## config.mk

```make
export PLATFORM = sky130hd
export DESIGN_NAME = fpa_pipe
export DESIGN_NICKNAME = d
export VERILOG_FILES = /design/src/rtl/fpa_pkg.sv /design/src/rtl/fpa_cmp.sv /design/src/rtl/fpa_align.sv /design/src/rtl/fpa_addsub.sv /design/src/rtl/fpa_norm.sv /design/src/rtl/fpa_pipe.sv
export SDC_FILE = /design/constraint.sdc
export NUM_CORES = 1
export LEC_CHECK = 0
export BUFFER_PORTS_ARGS = -buffer_cell sky130_fd_sc_hd__clkbuf_2
export CELL_PAD_IN_SITES_DETAIL_PLACEMENT = 0
export CELL_PAD_IN_SITES_GLOBAL_PLACEMENT = 1
export CORE_ASPECT_RATIO = 0.8
export CORE_UTILIZATION = 45
export DETAILED_ROUTE_END_ITERATION = 16
export PLACE_DENSITY_LB_ADDON = 0.3
export SETUP_SLACK_MARGIN = 0.1
export SLEW_MARGIN = 25
export SYNTH_ARGS = -nofsm -noshare
export SYNTH_HDL_FRONTEND = slang
export SYNTH_HIERARCHICAL = 1
export SYNTH_SLANG_ARGS = --single-unit
```

## constraint.sdc

```tcl
create_clock -name clk_i -period 5.8 [get_ports clk_i]
set_input_delay 0.87 -clock clk_i [delete_from_list [all_inputs] [get_ports clk_i]]
set_output_delay 0.87 -clock clk_i [all_outputs]
set_load 0.01 [all_outputs]
```

## src/rtl/fpa_pkg.sv

```systemverilog
package fpa_pkg;
  localparam int unsigned EXP_W_DEF  = 8;
  localparam int unsigned FRAC_W_DEF = 24;

  typedef enum logic {
    OP_ADD = 1'b0,
    OP_SUB = 1'b1
  } fpa_op_e;
endpackage

```

## src/rtl/fpa_cmp.sv

```systemverilog
module fpa_cmp #(
  parameter int unsigned EXP_W  = fpa_pkg::EXP_W_DEF,
  parameter int unsigned FRAC_W = fpa_pkg::FRAC_W_DEF,
  localparam int unsigned SH_W  = EXP_W + 1
) (
  input  logic              clk_i,
  input  logic              rst_ni,
  input  logic              valid_i,
  input  logic              sub_i,
  input  logic              a_sign_i,
  input  logic [EXP_W-1:0]  a_exp_i,
  input  logic [FRAC_W-1:0] a_frac_i,
  input  logic              b_sign_i,
  input  logic [EXP_W-1:0]  b_exp_i,
  input  logic [FRAC_W-1:0] b_frac_i,
  output logic              valid_o,
  output logic [EXP_W-1:0]  exp_o,
  output logic              big_sign_o,
  output logic [FRAC_W-1:0] big_frac_o,
  output logic              sml_sign_o,
  output logic [FRAC_W-1:0] sml_frac_o,
  output logic [SH_W-1:0]   shamt_o
);
  logic [SH_W-1:0] diff;
  logic            a_big, b_sign_eff;

  always_comb begin
    diff       = {a_exp_i[EXP_W-1], a_exp_i} - {b_exp_i[EXP_W-1], b_exp_i};
    a_big      = ~diff[SH_W-1];
    b_sign_eff = b_sign_i ^ (sub_i == fpa_pkg::OP_SUB);
  end

  always_ff @(posedge clk_i or negedge rst_ni) begin
    if (!rst_ni) begin
      valid_o    <= 1'b0;
      exp_o      <= '0;
      big_sign_o <= 1'b0;
      big_frac_o <= '0;
      sml_sign_o <= 1'b0;
      sml_frac_o <= '0;
      shamt_o    <= '0;
    end else begin
      valid_o    <= valid_i;
      exp_o      <= a_big ? a_exp_i : b_exp_i;
      big_sign_o <= a_big ? a_sign_i : b_sign_eff;
      big_frac_o <= a_big ? a_frac_i : b_frac_i;
      sml_sign_o <= a_big ? b_sign_eff : a_sign_i;
      sml_frac_o <= a_big ? b_frac_i : a_frac_i;
      shamt_o    <= a_big ? diff : -diff;
    end
  end

  p_exp_pick_r4: assert property (@(posedge clk_i) disable iff (!rst_ni)
    valid_o |-> ($signed(exp_o) >= $signed($past(a_exp_i)) &&
                 $signed(exp_o) >= $signed($past(b_exp_i))));
endmodule

```

## src/rtl/fpa_align.sv

```systemverilog
module fpa_align #(
  parameter int unsigned EXP_W  = fpa_pkg::EXP_W_DEF,
  parameter int unsigned FRAC_W = fpa_pkg::FRAC_W_DEF,
  localparam int unsigned SH_W  = EXP_W + 1
) (
  input  logic              clk_i,
  input  logic              rst_ni,
  input  logic              valid_i,
  input  logic [EXP_W-1:0]  exp_i,
  input  logic              big_sign_i,
  input  logic [FRAC_W-1:0] big_frac_i,
  input  logic              sml_sign_i,
  input  logic [FRAC_W-1:0] sml_frac_i,
  input  logic [SH_W-1:0]   shamt_i,
  output logic              valid_o,
  output logic [EXP_W-1:0]  exp_o,
  output logic              big_sign_o,
  output logic [FRAC_W-1:0] big_frac_o,
  output logic              sml_sign_o,
  output logic [FRAC_W-1:0] sml_frac_o
);
  logic [FRAC_W-1:0] shifted;

  always_comb begin
    if (shamt_i >= SH_W'(FRAC_W)) shifted = '0;
    else                           shifted = sml_frac_i >> shamt_i;
  end

  always_ff @(posedge clk_i or negedge rst_ni) begin
    if (!rst_ni) begin
      valid_o    <= 1'b0;
      exp_o      <= '0;
      big_sign_o <= 1'b0;
      big_frac_o <= '0;
      sml_sign_o <= 1'b0;
      sml_frac_o <= '0;
    end else begin
      valid_o    <= valid_i;
      exp_o      <= exp_i;
      big_sign_o <= big_sign_i;
      big_frac_o <= big_frac_i;
      sml_sign_o <= sml_sign_i;
      sml_frac_o <= shifted;
    end
  end

  p_far_zero_r5: assert property (@(posedge clk_i) disable iff (!rst_ni)
    (valid_i && shamt_i >= SH_W'(FRAC_W)) |=> (sml_frac_o == '0));
endmodule

```

## src/rtl/fpa_addsub.sv

```systemverilog
module fpa_addsub #(
  parameter int unsigned EXP_W  = fpa_pkg::EXP_W_DEF,
  parameter int unsigned FRAC_W = fpa_pkg::FRAC_W_DEF
) (
  input  logic              clk_i,
  input  logic              rst_ni,
  input  logic              valid_i,
  input  logic [EXP_W-1:0]  exp_i,
  input  logic              big_sign_i,
  input  logic [FRAC_W-1:0] big_frac_i,
  input  logic              sml_sign_i,
  input  logic [FRAC_W-1:0] sml_frac_i,
  output logic              valid_o,
  output logic [EXP_W-1:0]  exp_o,
  output logic              sign_o,
  output logic [FRAC_W:0]   mag_o
);
  logic [FRAC_W:0] mag_d;
  logic            sign_d;

  always_comb begin
    if (big_sign_i == sml_sign_i) begin
      mag_d  = {1'b0, big_frac_i} + {1'b0, sml_frac_i};
      sign_d = big_sign_i;
    end else if (big_frac_i >= sml_frac_i) begin
      mag_d  = {1'b0, big_frac_i - sml_frac_i};
      sign_d = big_sign_i;
    end else begin
      mag_d  = {1'b0, sml_frac_i - big_frac_i};
      sign_d = sml_sign_i;
    end
  end

  always_ff @(posedge clk_i or negedge rst_ni) begin
    if (!rst_ni) begin
      valid_o <= 1'b0;
      exp_o   <= '0;
      sign_o  <= 1'b0;
      mag_o   <= '0;
    end else begin
      valid_o <= valid_i;
      exp_o   <= exp_i;
      sign_o  <= sign_d;
      mag_o   <= mag_d;
    end
  end

  // differing signs never carry
  p_no_carry_r3: assert property (@(posedge clk_i) disable iff (!rst_ni)
    (valid_i && big_sign_i != sml_sign_i) |=> !mag_o[FRAC_W]);
endmodule

```

## src/rtl/fpa_norm.sv

```systemverilog
module fpa_norm #(
  parameter int unsigned EXP_W  = fpa_pkg::EXP_W_DEF,
  parameter int unsigned FRAC_W = fpa_pkg::FRAC_W_DEF,
  localparam int unsigned LZ_W  = $clog2(FRAC_W + 1),
  localparam int unsigned EW2   = EXP_W + 2
) (
  input  logic              clk_i,
  input  logic              rst_ni,
  input  logic              valid_i,
  input  logic [EXP_W-1:0]  exp_i,
  input  logic              sign_i,
  input  logic [FRAC_W:0]   mag_i,
  output logic              valid_o,
  output logic              sign_o,
  output logic [EXP_W-1:0]  exp_o,
  output logic [FRAC_W-1:0] frac_o,
  output logic              err_o
);
  localparam int EMAX = (1 << (EXP_W - 1)) - 1;
  localparam int EMIN = -(1 << (EXP_W - 1));

  logic [LZ_W-1:0]       lz;
  logic signed [EW2-1:0] exp_x;
  logic [FRAC_W-1:0]     frac_x;
  logic                  is_zero, range_err;

  always_comb begin
    lz = LZ_W'(FRAC_W);
    for (int i = 0; i < FRAC_W; i++) begin
      if (mag_i[i]) lz = LZ_W'(FRAC_W - 1 - i);
    end
  end

  always_comb begin
    is_zero = (mag_i == '0);
    if (mag_i[FRAC_W]) begin
      frac_x = mag_i[FRAC_W:1];
      exp_x  = EW2'($signed(exp_i)) + EW2'(1);
    end else begin
      frac_x = mag_i[FRAC_W-1:0] << lz;
      exp_x  = EW2'($signed(exp_i)) - $signed(EW2'(lz));
    end
    range_err = !is_zero && ((exp_x > EW2'(EMAX)) || (exp_x < EW2'(EMIN)));
  end

  always_ff @(posedge clk_i or negedge rst_ni) begin
    if (!rst_ni) begin
      valid_o <= 1'b0;
      sign_o  <= 1'b0;
      exp_o   <= '0;
      frac_o  <= '0;
      err_o   <= 1'b0;
    end else begin
      valid_o <= valid_i;
      if (is_zero || range_err) begin
        sign_o <= 1'b0;
        exp_o  <= '0;
        frac_o <= '0;
      end else begin
        sign_o <= sign_i;
        exp_o  <= exp_x[EXP_W-1:0];
        frac_o <= frac_x;
      end
      if (valid_i && range_err) err_o <= 1'b1;
    end
  end

  p_normal_r9: assert property (@(posedge clk_i) disable iff (!rst_ni)
    valid_o |-> (frac_o[FRAC_W-1] || (frac_o == '0 && exp_o == '0 && !sign_o)));
  p_sticky_err_r10: assert property (@(posedge clk_i) disable iff (!rst_ni)
    $past(err_o) |-> err_o);
  p_carry_shift_r6: assert property (@(posedge clk_i) disable iff (!rst_ni)
    (valid_i && mag_i[FRAC_W] && !range_err) |=> (frac_o == $past(mag_i[FRAC_W:1])));
  p_zero_clean_r8: assert property (@(posedge clk_i) disable iff (!rst_ni)
    (valid_i && mag_i == '0) |=> (frac_o == '0 && exp_o == '0 && !sign_o));
endmodule

```

## src/rtl/fpa_pipe.sv

```systemverilog
module fpa_pipe #(
  parameter int unsigned EXP_W  = fpa_pkg::EXP_W_DEF,
  parameter int unsigned FRAC_W = fpa_pkg::FRAC_W_DEF,
  localparam int unsigned SH_W  = EXP_W + 1
) (
  input  logic              clk_i,
  input  logic              rst_ni,
  input  logic              in_valid_i,
  input  logic              sub_i,
  input  logic              a_sign_i,
  input  logic [EXP_W-1:0]  a_exp_i,
  input  logic [FRAC_W-1:0] a_frac_i,
  input  logic              b_sign_i,
  input  logic [EXP_W-1:0]  b_exp_i,
  input  logic [FRAC_W-1:0] b_frac_i,
  output logic              out_valid_o,
  output logic              res_sign_o,
  output logic [EXP_W-1:0]  res_exp_o,
  output logic [FRAC_W-1:0] res_frac_o,
  output logic              err_o
);
  logic              s1_valid, s1_bsign, s1_ssign;
  logic [EXP_W-1:0]  s1_exp;
  logic [FRAC_W-1:0] s1_bfrac, s1_sfrac;
  logic [SH_W-1:0]   s1_shamt;
  logic              s2_valid, s2_bsign, s2_ssign;
  logic [EXP_W-1:0]  s2_exp;
  logic [FRAC_W-1:0] s2_bfrac, s2_sfrac;
  logic              s3_valid, s3_sign;
  logic [EXP_W-1:0]  s3_exp;
  logic [FRAC_W:0]   s3_mag;

  fpa_cmp #(.EXP_W(EXP_W), .FRAC_W(FRAC_W)) u_cmp (
    .clk_i, .rst_ni, .valid_i(in_valid_i), .sub_i,
    .a_sign_i, .a_exp_i, .a_frac_i, .b_sign_i, .b_exp_i, .b_frac_i,
    .valid_o(s1_valid), .exp_o(s1_exp), .big_sign_o(s1_bsign), .big_frac_o(s1_bfrac),
    .sml_sign_o(s1_ssign), .sml_frac_o(s1_sfrac), .shamt_o(s1_shamt)
  );

  fpa_align #(.EXP_W(EXP_W), .FRAC_W(FRAC_W)) u_align (
    .clk_i, .rst_ni, .valid_i(s1_valid), .exp_i(s1_exp),
    .big_sign_i(s1_bsign), .big_frac_i(s1_bfrac), .sml_sign_i(s1_ssign),
    .sml_frac_i(s1_sfrac), .shamt_i(s1_shamt),
    .valid_o(s2_valid), .exp_o(s2_exp), .big_sign_o(s2_bsign), .big_frac_o(s2_bfrac),
    .sml_sign_o(s2_ssign), .sml_frac_o(s2_sfrac)
  );

  fpa_addsub #(.EXP_W(EXP_W), .FRAC_W(FRAC_W)) u_addsub (
    .clk_i, .rst_ni, .valid_i(s2_valid), .exp_i(s2_exp),
    .big_sign_i(s2_bsign), .big_frac_i(s2_bfrac), .sml_sign_i(s2_ssign),
    .sml_frac_i(s2_sfrac),
    .valid_o(s3_valid), .exp_o(s3_exp), .sign_o(s3_sign), .mag_o(s3_mag)
  );

  fpa_norm #(.EXP_W(EXP_W), .FRAC_W(FRAC_W)) u_norm (
    .clk_i, .rst_ni, .valid_i(s3_valid), .exp_i(s3_exp), .sign_i(s3_sign),
    .mag_i(s3_mag),
    .valid_o(out_valid_o), .sign_o(res_sign_o), .exp_o(res_exp_o),
    .frac_o(res_frac_o), .err_o
  );

  p_latency_r1: assert property (@(posedge clk_i) disable iff (!rst_ni)
    out_valid_o == $past(in_valid_i, 4));
endmodule

```

==> impl_metrics.toml <==
[routing]
firstDrtPassIters = 5
num_vias = 11300
ant_nets = 0
wire_per_inst_microns = 20.8
dr.first_iter.drc_count = 1045
drt_wl_total_microns = 39700
drc = 0
drt-vias-per-instance = 5.93

[placement]
place_congestion = 0.931
port_buffers = 104
hpwl_microns = 30400
placedCellCount = 1878

[setup_path]
required_ns = 6.13
crit_top_cell = "ha_1"
r2r_cells = 17
cp-start-kind = "flop"
cpMaxStageDelayCell = "dfrtp_1"
crit_fanout = 23
worstPathCellList = "nand2b_2, a2111oi_4, o211ai_2, a21oi_2, inv_2, ha_1, nor3b_1, ha_1, nor2b_1, ha_1, o21a_1, a2111oi_0, nor2_1, xnor2_2, xor2_2, nand2_4, a2111oi_1"
cp.arrival_ns = 5.45
crit_path_end_kind = "flop"
worstSetupPathType = "flop to flop"
cpPeakStageDelay_ns = 0.44

[synth]
synth.most_common_cell = "dfrtp_1"
syn_nets = 1591
yosysTopAreaCell = "dfrtp_1"
seq_area_frac_synth = 0.353
syn_inst = 1422
yosysWarnings = 6
netlist-cell-type-count = 112
synthTopCellsByArea = "dfrtp_1 (35%), ha_1 (8.4%), mux2_2 (5.7%)"
synth_top_area_frac = 0.353
ys.flop_type = "dfrtp_1"
ys_top_cells_by_count = "dfrtp_1 (197), a21oi_1 (116), inv_1 (104)"
synth_edf_count = 0
syn_area_sq_um = 14000
avgSynthCellArea_sq_um = 9.83
ys_async_sr_fraction = 1.00
synth_seq_cells = 197

[sta]
setup_viol = 0
rsz0062_at_grt = "false"
slew_viol_final = 0
finalHoldViolCount = 0
setup_tns_ns = 0
worstMarginPinSlew_ns = 1.02
period_share = 0.883
slew_headroom = 0.304
skew_ns = 0.0125
fmax_mhz = 195
min_period_ns = 5.12

[cts]
post_cts_buffers = 0
clk_latency_ns = 0.45
ctsResizeCount = 0
clk_path_buf_depth = 2
tritoncts = "built"
clock_sinks = 197
clk_pin_slew_ns = 0.08
numCtsBuffers = 17
hold_buffers = 0
cts-root-buf = "clkbuf_16"
htreeDepth = 4

[global_route]
gr-usage-all-layers = 0.258
grt_overflow = 0
antenna_found_initial = 2
grt_pass1_wl_microns = 63000
grt_pass1_vias = 11000
grt_max_degree = 107

[die]
start_util = 0.459
core_area_sq_um = 30500
rows = 57
die_h_microns = 160
dieWidth_microns = 199
dieArea_sq_um = 31800
ioPinCount = 105

[power]
power_density_nw_per_um2 = 523
vdd_drop_max_uv = 611
p_leak_nw = 6.69

[final_layout]
drive_gt1_frac = 0.202
antenna_cells = 0
area_growth_pct = 9.47
finish.utilization = 0.502
nets = 1653
final-instance-count-excl-fill = 1910

[flow_run]
cap_violations = 0

[min_path]
min_path_type = "flop to flop"
min_path_cells = 0

[status]
status = "complete, no violations"
==> cell type report <==
| type | count | area, sq um |
|---|---|---|
| Sequential cell | 197 | 4930 |
| Multi-Input combinational cell | 1039 | 8150 |
| Fill cell | 2906 | 15200 |
| Tap cell | 413 | 517 |
| Timing Repair Buffer | 121 | 657 |
| Clock inverter | 15 | 213 |
| Clock buffer | 17 | 425 |
| Inverter | 108 | 405 |
==> layout by cell type, fill, tap and decap left out, types with 13 or more instances in the layout <==
cell,netlist,final
nor2_1,101,101
a31oi_1,22,21
clkbuf_2,3,103
a22oi_1,19,19
mux2i_1,42,42
o21ai_0,61,61
nand2_1,70,70
a21oi_1,116,116
o211ai_1,13,13
a211oi_1,35,35
dfrtp_1,197,197
nand3_1,29,29
mux2_2,71,71
nand2b_1,16,16
inv_1,104,104
nor3_1,23,23
clkbuf_16,0,17
mux4_2,17,17
ha_1,94,94
nor4_1,13,13
nor2b_1,20,20
buf_4,8,17
xnor2_1,35,34
==> cells by family after synthesis <==
family | share of synthesized area
AOI/OAI and AO/OA | 0.201
DFF | 0.353
and+or+nand+nor | 0.127
xor gates and xnor gates | 0.0318
buffers and inverters | 0.0666
adders and majority gates | 0.0913
muxes | 0.129
==> worst max-delay path: cells and delay by family (launching register included) <==
family,cells,cell delay [ns]
DFF,1,0.44
adders and majority gates,3,0.87
and+or+nand+nor,5,0.89
xor gates and xnor gates,2,0.61
buffers and inverters,1,0.07
AOI/OAI and AO/OA,6,2.12
==> worst paths after layout <==
path,endpoint,start,slack (ns)
max in group asynchronous,u_align/exp_o[7]$_DFF_PN0_,rst_ni,4.05
min in group asynchronous,u_align/big_frac_o[1]$_DFF_PN0_,rst_ni,0.48
min,u_addsub/exp_o[1]$_DFF_PN0_,u_align/exp_o[1]$_DFF_PN0_,0.35
min reg2reg,u_addsub/exp_o[1]$_DFF_PN0_,u_align/exp_o[1]$_DFF_PN0_,0.35
max,u_norm/frac_o[17]$_DFF_PN0_,u_addsub/mag_o[1]$_DFF_PN0_,0.68
max reg2reg,u_norm/frac_o[17]$_DFF_PN0_,u_addsub/mag_o[1]$_DFF_PN0_,0.68
==> registers in the layout (all words and copies together) (netlist names), 8 cells and up <==
signal              flops
u_align/big_frac_o     24
u_cmp/exp_o             8
u_cmp/sml_frac_o       24
u_cmp/shamt_o           9
u_addsub/exp_o          8
u_cmp/big_frac_o       24
u_align/exp_o           8
u_norm/frac_o          24
u_norm/exp_o            8
u_addsub/mag_o         25
u_align/sml_frac_o     24
==> layer usage <==
layer	GRT usage	part of all wire	vias to the layer above
met1	0.390	0.48	5543
met5	0	0	-
li1	-	-	5317
met2	0.385	0.44	419
met4	0.0626	0.017	0
met3	0.0402	0.062	44
==> where the power goes <==
part	switching [mW]	internal, mW	leakage [nW]
registers	0.362	1.74	2.40
logic	2.84	1.78	3.98
clock network	0.635	0.639	0.309
total	3.84	4.17	6.69
==> through the flow <==
step / total power, mW / hold WS [ns] / instance area [sq um] / setup WS (ns)
3_3_place_gp: 6.67 / 0.332 / 14700 / 0.784
3_5_place_dp: 6.68 / 0.335 / 14700 / 0.751
2_1_floorplan: 5.51 / 0.331 / 14000 / 1.24
5_1_grt: 8.54 / 0.355 / 15300 / 0.309
6_report: 8.01 / 0.350 / 15300 / 0.678
4_1_cts: 7.98 / 0.351 / 15300 / 0.706
Note: power is estimated with default switching activity, not from simulation.
